<file path="src/rtl/sup_pkg.sv">
package sup_pkg;
  // strobes from the control FSM to the counter datapath
  typedef struct packed {
    logic clrRst;
    logic incRst;
    logic clrWd;
    logic incWd;
  } supStrobe_t;

  typedef enum logic {
    ST_HOLD = 1'b0,
    ST_RUN  = 1'b1
  } supState_t;
endpackage

</file>
<file path="src/rtl/sup_sync.sv">
module sup_sync #(
  parameter int STAGES = 2,
  parameter bit PRESET = 1'b1
) (
  input  logic clk,
  input  logic arst,
  input  logic d,
  output logic q
);
  logic [STAGES-1:0] chain;

  always_ff @(posedge clk or posedge arst) begin
    if (arst) chain <= {STAGES{PRESET}};
    else      chain <= {chain[STAGES-2:0], d};
  end

  assign q = chain[STAGES-1];
endmodule

</file>
<file path="src/rtl/sup_datapath.sv">
module sup_datapath
  import sup_pkg::*;
#(
  parameter int RST_CYCLES  = 18_750_000,
  parameter int WDT_CYCLES  = 18_750_000,
  parameter int KICK_LOW    = 125,
  parameter int SYNC_STAGES = 2
) (
  input  logic       clk,
  input  logic       arst,
  input  logic       auxLow,
  input  logic       sdaIn,
  input  supStrobe_t strobe,
  output logic       mainLowS,
  output logic       rstDone,
  output logic       wdExpire,
  output logic       kick,
  output logic       auxFail
);
  localparam int RW = $clog2(RST_CYCLES + 1);
  localparam int WW = $clog2(WDT_CYCLES + 1);
  localparam int KW = $clog2(KICK_LOW + 1);
  localparam logic [RW-1:0] RST_LAST = RW'(RST_CYCLES - 1);
  localparam logic [WW-1:0] WD_LAST  = WW'(WDT_CYCLES - 1);
  localparam logic [KW-1:0] KICK_SAT = KW'(KICK_LOW);

  logic sdaS;
  logic [RW-1:0] rstCnt;
  logic [WW-1:0] wdCnt;
  logic [KW-1:0] lowCnt;

  // main flag: asynchronous assert, synchronized release
  sup_sync #(.STAGES(SYNC_STAGES), .PRESET(1'b1)) u_mainSync (
    .clk(clk), .arst(arst), .d(1'b0), .q(mainLowS));
  // aux flag reads as failing while the main supply is down
  sup_sync #(.STAGES(SYNC_STAGES), .PRESET(1'b1)) u_auxSync (
    .clk(clk), .arst(arst), .d(auxLow), .q(auxFail));
  // data line idles high
  sup_sync #(.STAGES(SYNC_STAGES), .PRESET(1'b1)) u_sdaSync (
    .clk(clk), .arst(arst), .d(sdaIn), .q(sdaS));

  always_ff @(posedge clk or posedge arst) begin
    if (arst)               rstCnt <= '0;
    else if (strobe.clrRst) rstCnt <= '0;
    else if (strobe.incRst) rstCnt <= rstCnt + RW'(1);
  end

  always_ff @(posedge clk or posedge arst) begin
    if (arst)              wdCnt <= '0;
    else if (strobe.clrWd) wdCnt <= '0;
    else if (strobe.incWd) wdCnt <= wdCnt + WW'(1);
  end

  // consecutive-low counter, saturates so one low stretch gives one kick
  always_ff @(posedge clk or posedge arst) begin
    if (arst)                    lowCnt <= '0;
    else if (sdaS)               lowCnt <= '0;
    else if (lowCnt != KICK_SAT) lowCnt <= lowCnt + KW'(1);
  end

  assign rstDone  = (rstCnt == RST_LAST);
  assign wdExpire = (wdCnt == WD_LAST);
  assign kick     = !sdaS && (lowCnt == KICK_SAT - KW'(1));

  assert_kick_single_R5: assert property (@(posedge clk) disable iff (arst)
    kick |=> !kick);
  assert_kick_saturates_R6: assert property (@(posedge clk) disable iff (arst)
    kick |=> (lowCnt == KICK_SAT));
  assert_wd_bound_R3: assert property (@(posedge clk) disable iff (arst)
    wdCnt <= WD_LAST);
endmodule

</file>
<file path="src/rtl/sup_ctrl.sv">
module sup_ctrl
  import sup_pkg::*;
(
  input  logic       clk,
  input  logic       arst,
  input  logic       mainLowS,
  input  logic       rstDone,
  input  logic       wdExpire,
  input  logic       kick,
  output supStrobe_t strobe,
  output logic       resetOut
);
  supState_t state, stateNext;

  always_ff @(posedge clk or posedge arst) begin
    if (arst) state <= ST_HOLD;
    else      state <= stateNext;
  end

  always_comb begin
    stateNext = state;
    strobe    = '0;
    unique case (state)
      ST_HOLD: begin
        strobe.clrWd = 1'b1;            // watchdog frozen at zero in reset
        if (mainLowS)     strobe.clrRst = 1'b1;
        else if (rstDone) stateNext = ST_RUN;
        else              strobe.incRst = 1'b1;
      end
      ST_RUN: begin
        if (mainLowS) begin
          stateNext     = ST_HOLD;
          strobe.clrRst = 1'b1;
        end else if (kick) begin
          strobe.clrWd = 1'b1;
        end else if (wdExpire) begin
          stateNext     = ST_HOLD;
          strobe.clrRst = 1'b1;
        end else begin
          strobe.incWd = 1'b1;
        end
      end
      default: stateNext = ST_HOLD;
    endcase
  end

  assign resetOut = (state == ST_HOLD);

  assert_low_main_resets_R2: assert property (@(posedge clk) disable iff (arst)
    mainLowS |=> resetOut);
  assert_release_after_timeout_R1: assert property (@(posedge clk) disable iff (arst)
    $fell(resetOut) |-> $past(rstDone));
  assert_expiry_resets_R3: assert property (@(posedge clk) disable iff (arst)
    (!resetOut && wdExpire && !kick && !mainLowS) |=> resetOut);
endmodule

</file>
<file path="src/rtl/sup_reset_top.sv">
module sup_reset_top #(
  parameter int RST_CYCLES  = 18_750_000,
  parameter int WDT_CYCLES  = 18_750_000,
  parameter int KICK_LOW    = 125,
  parameter int SYNC_STAGES = 2
) (
  input  logic clk,
  input  logic mainLow,
  input  logic auxLow,
  input  logic sdaIn,
  output logic resetOut,
  output logic auxFail
);
  sup_pkg::supStrobe_t strobe;
  logic mainLowS, rstDone, wdExpire, kick;

  sup_datapath #(
    .RST_CYCLES(RST_CYCLES), .WDT_CYCLES(WDT_CYCLES),
    .KICK_LOW(KICK_LOW), .SYNC_STAGES(SYNC_STAGES)
  ) u_dp (
    .clk(clk), .arst(mainLow), .auxLow(auxLow), .sdaIn(sdaIn),
    .strobe(strobe), .mainLowS(mainLowS), .rstDone(rstDone),
    .wdExpire(wdExpire), .kick(kick), .auxFail(auxFail));

  sup_ctrl u_ctrl (
    .clk(clk), .arst(mainLow), .mainLowS(mainLowS), .rstDone(rstDone),
    .wdExpire(wdExpire), .kick(kick), .strobe(strobe), .resetOut(resetOut));
endmodule

</file>
<file path="config.mk">
export PLATFORM = sky130hd
export DESIGN_NAME = sup_reset_top
export DESIGN_NICKNAME = d
export VERILOG_FILES = /design/src/rtl/sup_pkg.sv /design/src/rtl/sup_sync.sv /design/src/rtl/sup_datapath.sv /design/src/rtl/sup_ctrl.sv /design/src/rtl/sup_reset_top.sv
export SDC_FILE = /design/constraint.sdc
export NUM_CORES = 1
export LEC_CHECK = 0
export ABC_AREA = 1
export ABC_CLOCK_PERIOD_IN_PS = 4300
export BUFFER_PORTS_ARGS = -buffer_cell sky130_fd_sc_hd__buf_2
export CORE_MARGIN = 4
export CORE_UTILIZATION = 70
export CTS_BUF_LIST = sky130_fd_sc_hd__clkbuf_4
export CTS_CLUSTER_DIAMETER = 40
export CTS_CLUSTER_SIZE = 25
export DETAILED_ROUTE_END_ITERATION = 7
export PLACE_DENSITY = 0.89
export SYNTH_ARGS = -nofsm -noshare
export SYNTH_HDL_FRONTEND = slang
export SYNTH_SLANG_ARGS = --single-unit
</file>
<file path="constraint.sdc">
create_clock -name clk -period 4.3 [get_ports clk]
set_input_delay 0.43 -clock clk [delete_from_list [all_inputs] [get_ports clk]]
set_output_delay 0.43 -clock clk [all_outputs]
set_load 0.005 [all_outputs]
</file>
==> results of run 1 <==
where the power goes:
group	total (uW)	internal, uW	switching (uW)	leakage, uW
logic	44.2	10.8	33.4	0.00112
clock network	411	187	225	0.0000804
registers	618	611	7.15	0.000869
total	1070	809	265	0.00207
cell families (layout without fill, tap and decap cells):
group                    after synthesis  in the layout  share of synthesized area
AO/OA/AOI/OAI                         19             19                     0.0256
XOR/XNOR                              20             20                     0.0413
other                                  1              1                   0.000884
adder cells (fa/ha/maj)                5              5                     0.0147
flip-flops                            64             64                      0.379
buffers and inverters                 74             84                     0.0781
AND/OR/NAND/NOR                      432            432                      0.460
cell usage after synthesis:
| cell | count |
|---|---|
| dfstp_2 | 6 |
| ha_1 | 5 |
| o211a_1 | 1 |
| o21ai_2 | 1 |
| o21bai_1 | 1 |
| inv_1 | 58 |
| nand4_1 | 20 |
| nor3_1 | 10 |
| a211oi_1 | 1 |
| inv_2 | 3 |
| buf_12 | 2 |
| a21oi_1 | 1 |
| clkbuf_1 | 3 |
| xnor2_1 | 5 |
| nand3_2 | 3 |
| nand3_4 | 1 |
| nor2_1 | 91 |
| o21ai_1 | 1 |
| o21ai_0 | 13 |
| conb_1 | 1 |
| nor2_2 | 1 |
| nand2_4 | 1 |
| dfrtp_1 | 58 |
| buf_2 | 5 |
| or2_2 | 3 |
| nand2_2 | 39 |
| buf_4 | 2 |
| nand3_1 | 73 |
| xor2_1 | 15 |
| buf_6 | 1 |
| nand2_1 | 186 |
| nor2_4 | 4 |
cells in the final DEF (no fill, tap or decap), drive strengths merged:
| cell | count |
|---|---|
| nand2 | 226 |
| nor2 | 96 |
| nand3 | 77 |
| inv | 61 |
| dfrtp | 58 |
| nand4 | 20 |
| xor2 | 15 |
| o21ai | 15 |
| clkbuf | 11 |
| nor3 | 10 |
| buf | 7 |
| dfstp | 6 |
| xnor2 | 5 |
| ha | 5 |
| clkinv | 4 |
| or2 | 3 |
| o21bai | 1 |
| o211a | 1 |
| a211oi | 1 |
| a21oi | 1 |
| bufinv | 1 |
| conb | 1 |
metal layers:
metal  vias to the layer above  share of wire
met1                      1837           0.44
met5                         -              0
li1                       1956              -
met4                         0          0.023
met2                       166           0.47
met3                        24          0.067
area by class of cell:
type	instances	area, sq um	area share
Sequential cell	64	1610	0.365
Inverter	61	229	0.0519
Multi-Input combinational cell	477	2300	0.523
Clock inverter	5	50.0	0.0114
Tap cell	75	93.8	0.0213
Clock buffer	11	82.6	0.0187
Timing Repair Buffer	7	40.0	0.00908
per-stage QoR:
step | util | total power [uW] | worst slack (ns)
2_1_floorplan | - | 661 | 2.28
3_3_place_gp | 0.726 | 670 | 2.10
3_5_place_dp | 0.726 | 674 | 1.99
4_1_cts | 0.749 | 1080 | 1.96
5_1_grt | 0.749 | 1110 | 1.57
6_report | 0.749 | 1070 | 1.90
state kept, by name, summed over array words and instances, names as in the netlist:
signal                 count
u_ctrl.state               1
u_dp.u_mainSync.chain      2
u_dp.lowCnt                7
u_dp.u_sdaSync.chain       2
u_dp.u_auxSync.chain       2
u_dp.rstCnt               25
u_dp.wdCnt                25
worst register-to-register path: cells and delay by family, from the launching register on:
family,cells,cell delay (ns)
AOI/OAI and AO/OA,1,0.24
adders and majority gates,1,0.30
DFF,1,0.44
and+or+nand+nor,7,1.34
worst max-delay path by stage:
stage / slack [ns] / startpoint / to
floorplan: 2.28 / mainLow / u_ctrl.state
global placement: 2.10 / u_dp.wdCnt[0] / u_dp.wdCnt[10]
detailed placement: 1.99 / u_dp.wdCnt[0] / u_dp.wdCnt[10]
CTS: 1.96 / u_dp.wdCnt[0] / u_dp.wdCnt[6]
global route: 1.57 / u_dp.wdCnt[0] / u_dp.wdCnt[6]
finish: 1.90 / u_dp.wdCnt[0] / u_dp.wdCnt[6]
==> flow_summary.ini, run 1 <==
[die]
die-area_sq_mm = 0.00737
start_util = 0.721
io_pins = 6
num_rows = 28
die_x_um = 85.9
die_h_um = 85.9
core_area_sq_mm = 0.00589

[synth]
syn_inst = 615
synth-seq-area-share = 0.379
synth.distinct_cells = 32
synth_area_sq_mm = 0.00424
yosys_warnings = 0
avgSynthCellArea_sq_um = 6.90
yosys.area.top_type = dfrtp_1
ys_seq_elements = 64
synth_nets = 624
synth_top_cell_area_share = 0.342
ys_top_cells_by_area = dfrtp_1, nand2_1, nand3_1

[cts]
cts_tree = done
clock-root-buffer = clkbuf_4
clk_latency_ns = 0.43
cts-resized-gates = 0
cts.sinks = 64
clockBufferDepth = 2
cts.hold.buffers_added = 0
cts-buffers-inserted = 9
path_clk_slew_ns = 0.11
h-tree-depth = 3
postCtsSetupBuffers = 0

[placed_design]
dp_cells = 684
place_area_sq_mm = 0.00428
routabilityCongestion = 0.971
port_buffers = 5
dp_hpwl_um = 7100

[status]
status = completed

[sta]
rsz0062_at_grt = false
fin_setup_tns_ns = 0
setup_viol = 0
final_hold_viol_count = 0
slew_headroom = 0.394
period_share = 0.558
tightest_slew_ns = 0.909
drv_slew = 0
max_freq_mhz = 417
finClkSkew_ns = 0.0183
whs_ns = 0.0977
min_period_ns = 2.40

[detailed_routing]
drt_iter0_drc = 414
totalWireLength_um = 10000
route.vias.total = 3983
vias_per_cell = 5.69
drc = 0
antenna_left = 0
first_pass_iters = 6
post_drt_wl_per_cell_um = 14.3

[worst_setup_path]
r2r-end = u_dp.wdCnt[6]
path_max_fanout = 22
crit_chain = ha_1, nand2_1, nor2_1, nand3_1, nor2_1, nand2_1, nand2_1, nand2_2, o21ai_0
crit_buf_inv = 0
cp_top_family = simple AND/OR/NAND/NOR gates
cp-end-kind = flop
startpoint_type = flop
r2r_slack_ns = 1.90
critPathMaxStageDelay_ns = 0.59
r2r-start = u_dp.wdCnt[0]
required_ns = 4.63
worstPathArrival_ns = 2.73
critPathSlowestCell = nand2_1
cpMostUsedCell = nand2_1
critPathKind = flop to flop
ff2ff_path_depth = 9
path_depth = 9

[global_routing]
antenna_found_initial = 0
busiest_layer = met2
grt_pass1_wl_um = 17000
use_met2 = 0.449
gr-usage-met1 = 0.397
overflow = 0
grt_start_max_net_pins = 43
grt_pass1_vias = 3669
grt_use_total = 0.289
met3_usage = 0.0509

[layout]
areaGrowthSynthToFinish_pct = 3.86
stdcell_count = 700
final_nets = 629
fillerInstances = 471
antennaDiodeCount = 0
drive_above_1_share = 0.138
final_area_sq_mm = 0.00441

[pwr]
power_density_mw_per_mm2 = 244
ir_drop_uv = 220
p_leak_uw = 0.00207

[hold_path]
hp-class = input port to flop
hold_end = u_dp.u_sdaSync.chain[0]
min_from = sdaIn
min_path_cells = 1

[run]
cap_violations = 0
(Power assumes the default switching activity.)
==> run 2, diff against run 1 <==
Settings changed: ABC_CLOCK_PERIOD_IN_PS 4300 to 2200, CORE_UTILIZATION 70 to 59, PLACE_DENSITY 0.89 to 0.8.
Clock period 4.3 ns to 2.2 ns, I/O delays scaled along.
==> run 2 against run 1 <==
Net effect:
- combinational power up 110%
- non-clock buffer count up 10
- via count up 0.25%
- clock power rose to 2.8 times the previous value
- critical endpoint is now u_dp.wdCnt[0]
- flip-flop and latch count unchanged
- clock-buffer cell count down 1
- worst setup slack worse by 1.7 ns
- register-to-register slack worse by 1.7 ns
- critical path depth up 1
==> flow_summary.ini, run 2 (synthesized netlist as in run 1, its figures left out) <==
[worst_setup_path]
critPathKind = flop to flop
startpoint_type = flop
required_ns = 2.48
cp-end-kind = flop
path_max_fanout = 11
worstPathArrival_ns = 2.24

[layout]
mostFrequentLayoutCells = nand2_1, nor2_1, nand3_1
areaGrowthSynthToFinish_pct = 8.61
antennaDiodeCount = 0
drive_above_1_share = 0.148
top_regs = u_dp.rstCnt x25, u_dp.wdCnt x25, u_dp.lowCnt x7
final_common_cell = nand2_1
final_area_sq_mm = 0.00461
final_nets = 640

[sta]
final_hold_viol_count = 0
setup_viol = 0
drv_slew = 0
max_freq_mhz = 512
min_period_ns = 1.95
finClkSkew_ns = 0.0181
whs_ns = 0.362
fin_setup_tns_ns = 0
rsz0062_at_grt = false
slew_headroom = 0.628
period_share = 0.888
tightest_slew_ns = 0.557
setup_ws_ns = 0.246

[pwr]
power.total_uw = 2460
ir_drop_uv = 492
p_leak_uw = 0.00213
power_density_mw_per_mm2 = 533

[cts]
clk_latency_ns = 0.41
cts_tree = done
cts-buffers-inserted = 9
h-tree-depth = 3
clockBufferDepth = 2
path_clk_slew_ns = 0.11
cts.sinks = 64
clock-root-buffer = clkbuf_4

[global_routing]
grt_pass1_vias = 3886
antenna_found_initial = 0
grt_start_max_net_pins = 36
grt_use_total = 0.255
overflow = 0
grt_pass1_wl_um = 17800

[status]
status = completed

[detailed_routing]
vias_per_cell = 5.45
antenna_left = 0
route.met3.wl_um = 509
route.vias.total = 3993
route.met2.wl_um = 4690
first_pass_iters = 5
met1_length_um = 4610
top_layer = met4
drt_iter0_drc = 332
post_drt_wl_per_cell_um = 13.7
totalWireLength_um = 10000
drc = 0

[die]
num_rows = 30
core_area_sq_mm = 0.00691
die-area_sq_mm = 0.00861
io_pins = 6
die_h_um = 92.8
start_util = 0.614
die_x_um = 92.8

[placed_design]
port_buffers = 5
routabilityCongestion = 0.964
dp_hpwl_um = 7010
pre_cts_ws_ns = 0.202
place_area_sq_mm = 0.00434

[run]
cap_violations = 0

[hold_path]
hp-class = flop to flop
==> run 2: worst paths after layout <==
path / slack (ns) / cells past startpoint / endpoint / startpoint
worst max-delay path: 0.25 / 10 / u_dp.wdCnt[0] / u_dp.lowCnt[0]
max in group asynchronous: 1.41 / 4 / u_dp.wdCnt[2] / mainLow
worst min register to register: 0.36 / 0 / u_dp.u_sdaSync.chain[1] / u_dp.u_sdaSync.chain[0]
worst min-delay path: 0.36 / 0 / u_dp.u_sdaSync.chain[1] / u_dp.u_sdaSync.chain[0]
min in group asynchronous: 0.43 / 4 / u_dp.wdCnt[5] / mainLow
worst max register to register: 0.25 / 10 / u_dp.wdCnt[0] / u_dp.lowCnt[0]
==> run 2: stage by stage <==
step,util,cells
floorplan,-,615
global placement,0.628,710
detailed placement,0.628,710
CTS,0.663,729
global route,0.667,732
finish,0.667,732
==> run 2: report_power, final <==
group          total, uW  switching, uW  internal (uW)
Combinational       90.7           62.9           27.8
Clock               1160            457            699
Sequential          1210           13.4           1190
Total               2460            534           1920
==> run 2: per-layer routing <==
| metal | vias up | GRT usage |
|---|---|---|
| met4 | 0 | 0.0855 |
| met1 | 1877 | 0.346 |
| met3 | 21 | 0.0431 |
| li1 | 1971 | - |
| met2 | 124 | 0.413 |
| met5 | - | 0 |
==> run 2: layout make-up <==
type                       instances  area [sq um]
multi-input combinational        477          2310
fill                             650          2300
sequential                        64          1610
inverter                          61           233
clock inverter                     6           131
timing repair buffer              17           123
tap                               96           120
clock buffer                      10          75.1
timing repair inverter             1          7.51
==> run 2: critical path, cell delays in order, from the launching register on <==
cell,delay (ns)
dfrtp_1,0.42
inv_1,0.14
ha_1,0.16
inv_1,0.03
nor2_1,0.11
nand3_1,0.16
o21ai_4,0.31
clkinvlp_4,0.13
buf_4,0.19
nand3_1,0.09
o21ai_0,0.10
==> run 2: timing repair <==
item                                    CTS  global route
buffers inserted                          0             2
endpoints found under the hold margin    60             0
gates resized for setup                   0             3
endpoints found under the setup margin    0             2
hold buffers                              3             0
==> run 3, diff against run 2 <==
Settings changed: CORE_UTILIZATION 59 to 55, PLACE_DENSITY 0.8 to 0.76.
==> run 3 against run 2 <==
Net effect:
- global-route usage shrank 1.3 points
- first-iteration DRC count fell by 27%
- clock skew up 0.0062 ns
- critical path type unchanged
- largest cell class unchanged
==> flow_summary.ini, run 3 (synthesized netlist as in run 1, its figures left out) <==
[status]
status = completed

[placed_design]
place_area_sq_mm = 0.00434
routabilityCongestion = 0.985
port_buffers = 5
dp_hpwl_um = 6890

[global_routing]
gr-usage-met1 = 0.332
grt_use_total = 0.242
grt_pass1_wl_um = 17400
busiest_layer = met2
antenna_found_initial = 0
grt_start_max_net_pins = 65
met3_usage = 0.0477
overflow = 0
use_met2 = 0.382
grt_pass1_vias = 3770

[sta]
period_share = 0.902
max_freq_mhz = 504
min_period_ns = 1.98
fin_setup_tns_ns = 0
rsz0062_at_grt = false
slew_headroom = 0.623
setup_viol = 0
final_hold_viol_count = 0
drv_slew = 0
tightest_slew_ns = 0.565
finClkSkew_ns = 0.0244

[layout]
final_nets = 637
mostFrequentLayoutCells = nand2_1, nor2_1, nand3_1
final_common_cell = nand2_1
drive_above_1_share = 0.148
top_regs = u_dp.rstCnt x25, u_dp.wdCnt x25, u_dp.lowCnt x7
final_area_sq_mm = 0.00455
antennaDiodeCount = 0
areaGrowthSynthToFinish_pct = 7.16
final_util = 0.617

[die]
start_util = 0.576
die_h_um = 95.8
core_area_sq_mm = 0.00737
io_pins = 6
die_x_um = 95.8
num_rows = 31
die-area_sq_mm = 0.00919

[worst_setup_path]
crit_path_start = u_dp.lowCnt[0]
crit_chain = inv_1, ha_1, inv_1, nor2_2, nand3_2, o21ai_4, clkinvlp_4, nand3_1, o21ai_0
cpMostUsedCell = inv_1
path_max_fanout = 10
critPathKind = flop to flop
startpoint_type = flop
crit_buf_inv = 3
critPathSlowestCell = dfrtp_1
required_ns = 2.53
cp_top_family = buffers and inverters
worstPathArrival_ns = 2.32
r2r-start = u_dp.lowCnt[0]
cp-end-kind = flop
critPathMaxStageDelay_ns = 0.43

[cts]
h-tree-depth = 3
cts.sinks = 64
cts-buffers-inserted = 9
clk_latency_ns = 0.43
path_clk_slew_ns = 0.13
cts_tree = done
clockBufferDepth = 2
clock-root-buffer = clkbuf_4

[pwr]
p_leak_uw = 0.00210
power_density_mw_per_mm2 = 474
ir_drop_uv = 424

[detailed_routing]
route.vias.total = 3965
totalWireLength_um = 10000
drc = 0
drt_iter0_drc = 241
vias_per_cell = 5.42
post_drt_wl_per_cell_um = 13.7
first_pass_iters = 6
antenna_left = 0

[hold_path]
hp-class = flop to flop
min_from = u_dp.u_auxSync.chain[0]

[run]
cap_violations = 0
-- run 3: power by group --
part | total, uW | switching [uW] | internal, uW
logic | 94.5 | 65.0 | 29.5
clock network | 851 | 486 | 365
registers | 1210 | 14.3 | 1190
-- run 3: path summary, 6_finish.rpt --
check / to / slack [ns] / cells past startpoint
min in group asynchronous: u_dp.rstCnt[2] / 0.40 / 4
setup / recovery: u_dp.wdCnt[0] / 0.22 / 9
hold reg to reg: u_dp.u_auxSync.chain[1] / 0.36 / 0
hold / removal: u_dp.u_auxSync.chain[1] / 0.36 / 0
max in group asynchronous: u_dp.u_mainSync.chain[1] / 1.49 / 4
setup reg to reg: u_dp.wdCnt[0] / 0.22 / 9
-- run 3: metal layers --
| metal | vias to the layer above | wire [um] |
|---|---|---|
| met4 | 0 | 253 |
| met2 | 136 | 4560 |
| met5 | - | 0 |
| met3 | 26 | 618 |
| met1 | 1830 | 4600 |
| li1 | 1973 | - |
-- run 3: timing repair --
item / in CTS / in global routing
resized for setup: 0 / 5
setup endpoints to repair: 0 / 21
setup buffers: 0 / 1
endpoints found under the hold margin: 60 / 0
hold buffers: 3 / 0
-- run 3: layout make-up --
cell class / count / area [sq um]
fillers: 719 / 2820
well taps: 99 / 124
inverters: 61 / 233
multi-input cells: 477 / 2320
clock inverters: 6 / 68.8
repair buffers: 14 / 113
repair inverters: 1 / 7.51
clock buffers: 10 / 75.1
flip-flops and latches: 64 / 1610
-- run 3: per-stage QoR --
step | hold slack (ns) | std cells | total power [uW] | setup WS (ns)
2_1_floorplan | 0.224 | 615 | 1290 | 0.392
3_3_place_gp | 0.315 | 711 | 1320 | 0.256
3_5_place_dp | 0.316 | 711 | 1320 | 0.130
4_1_cts | 0.355 | 730 | 2170 | 0.104
5_1_grt | 0.363 | 732 | 2240 | 0.0468
6_report | 0.358 | 732 | 2150 | 0.216
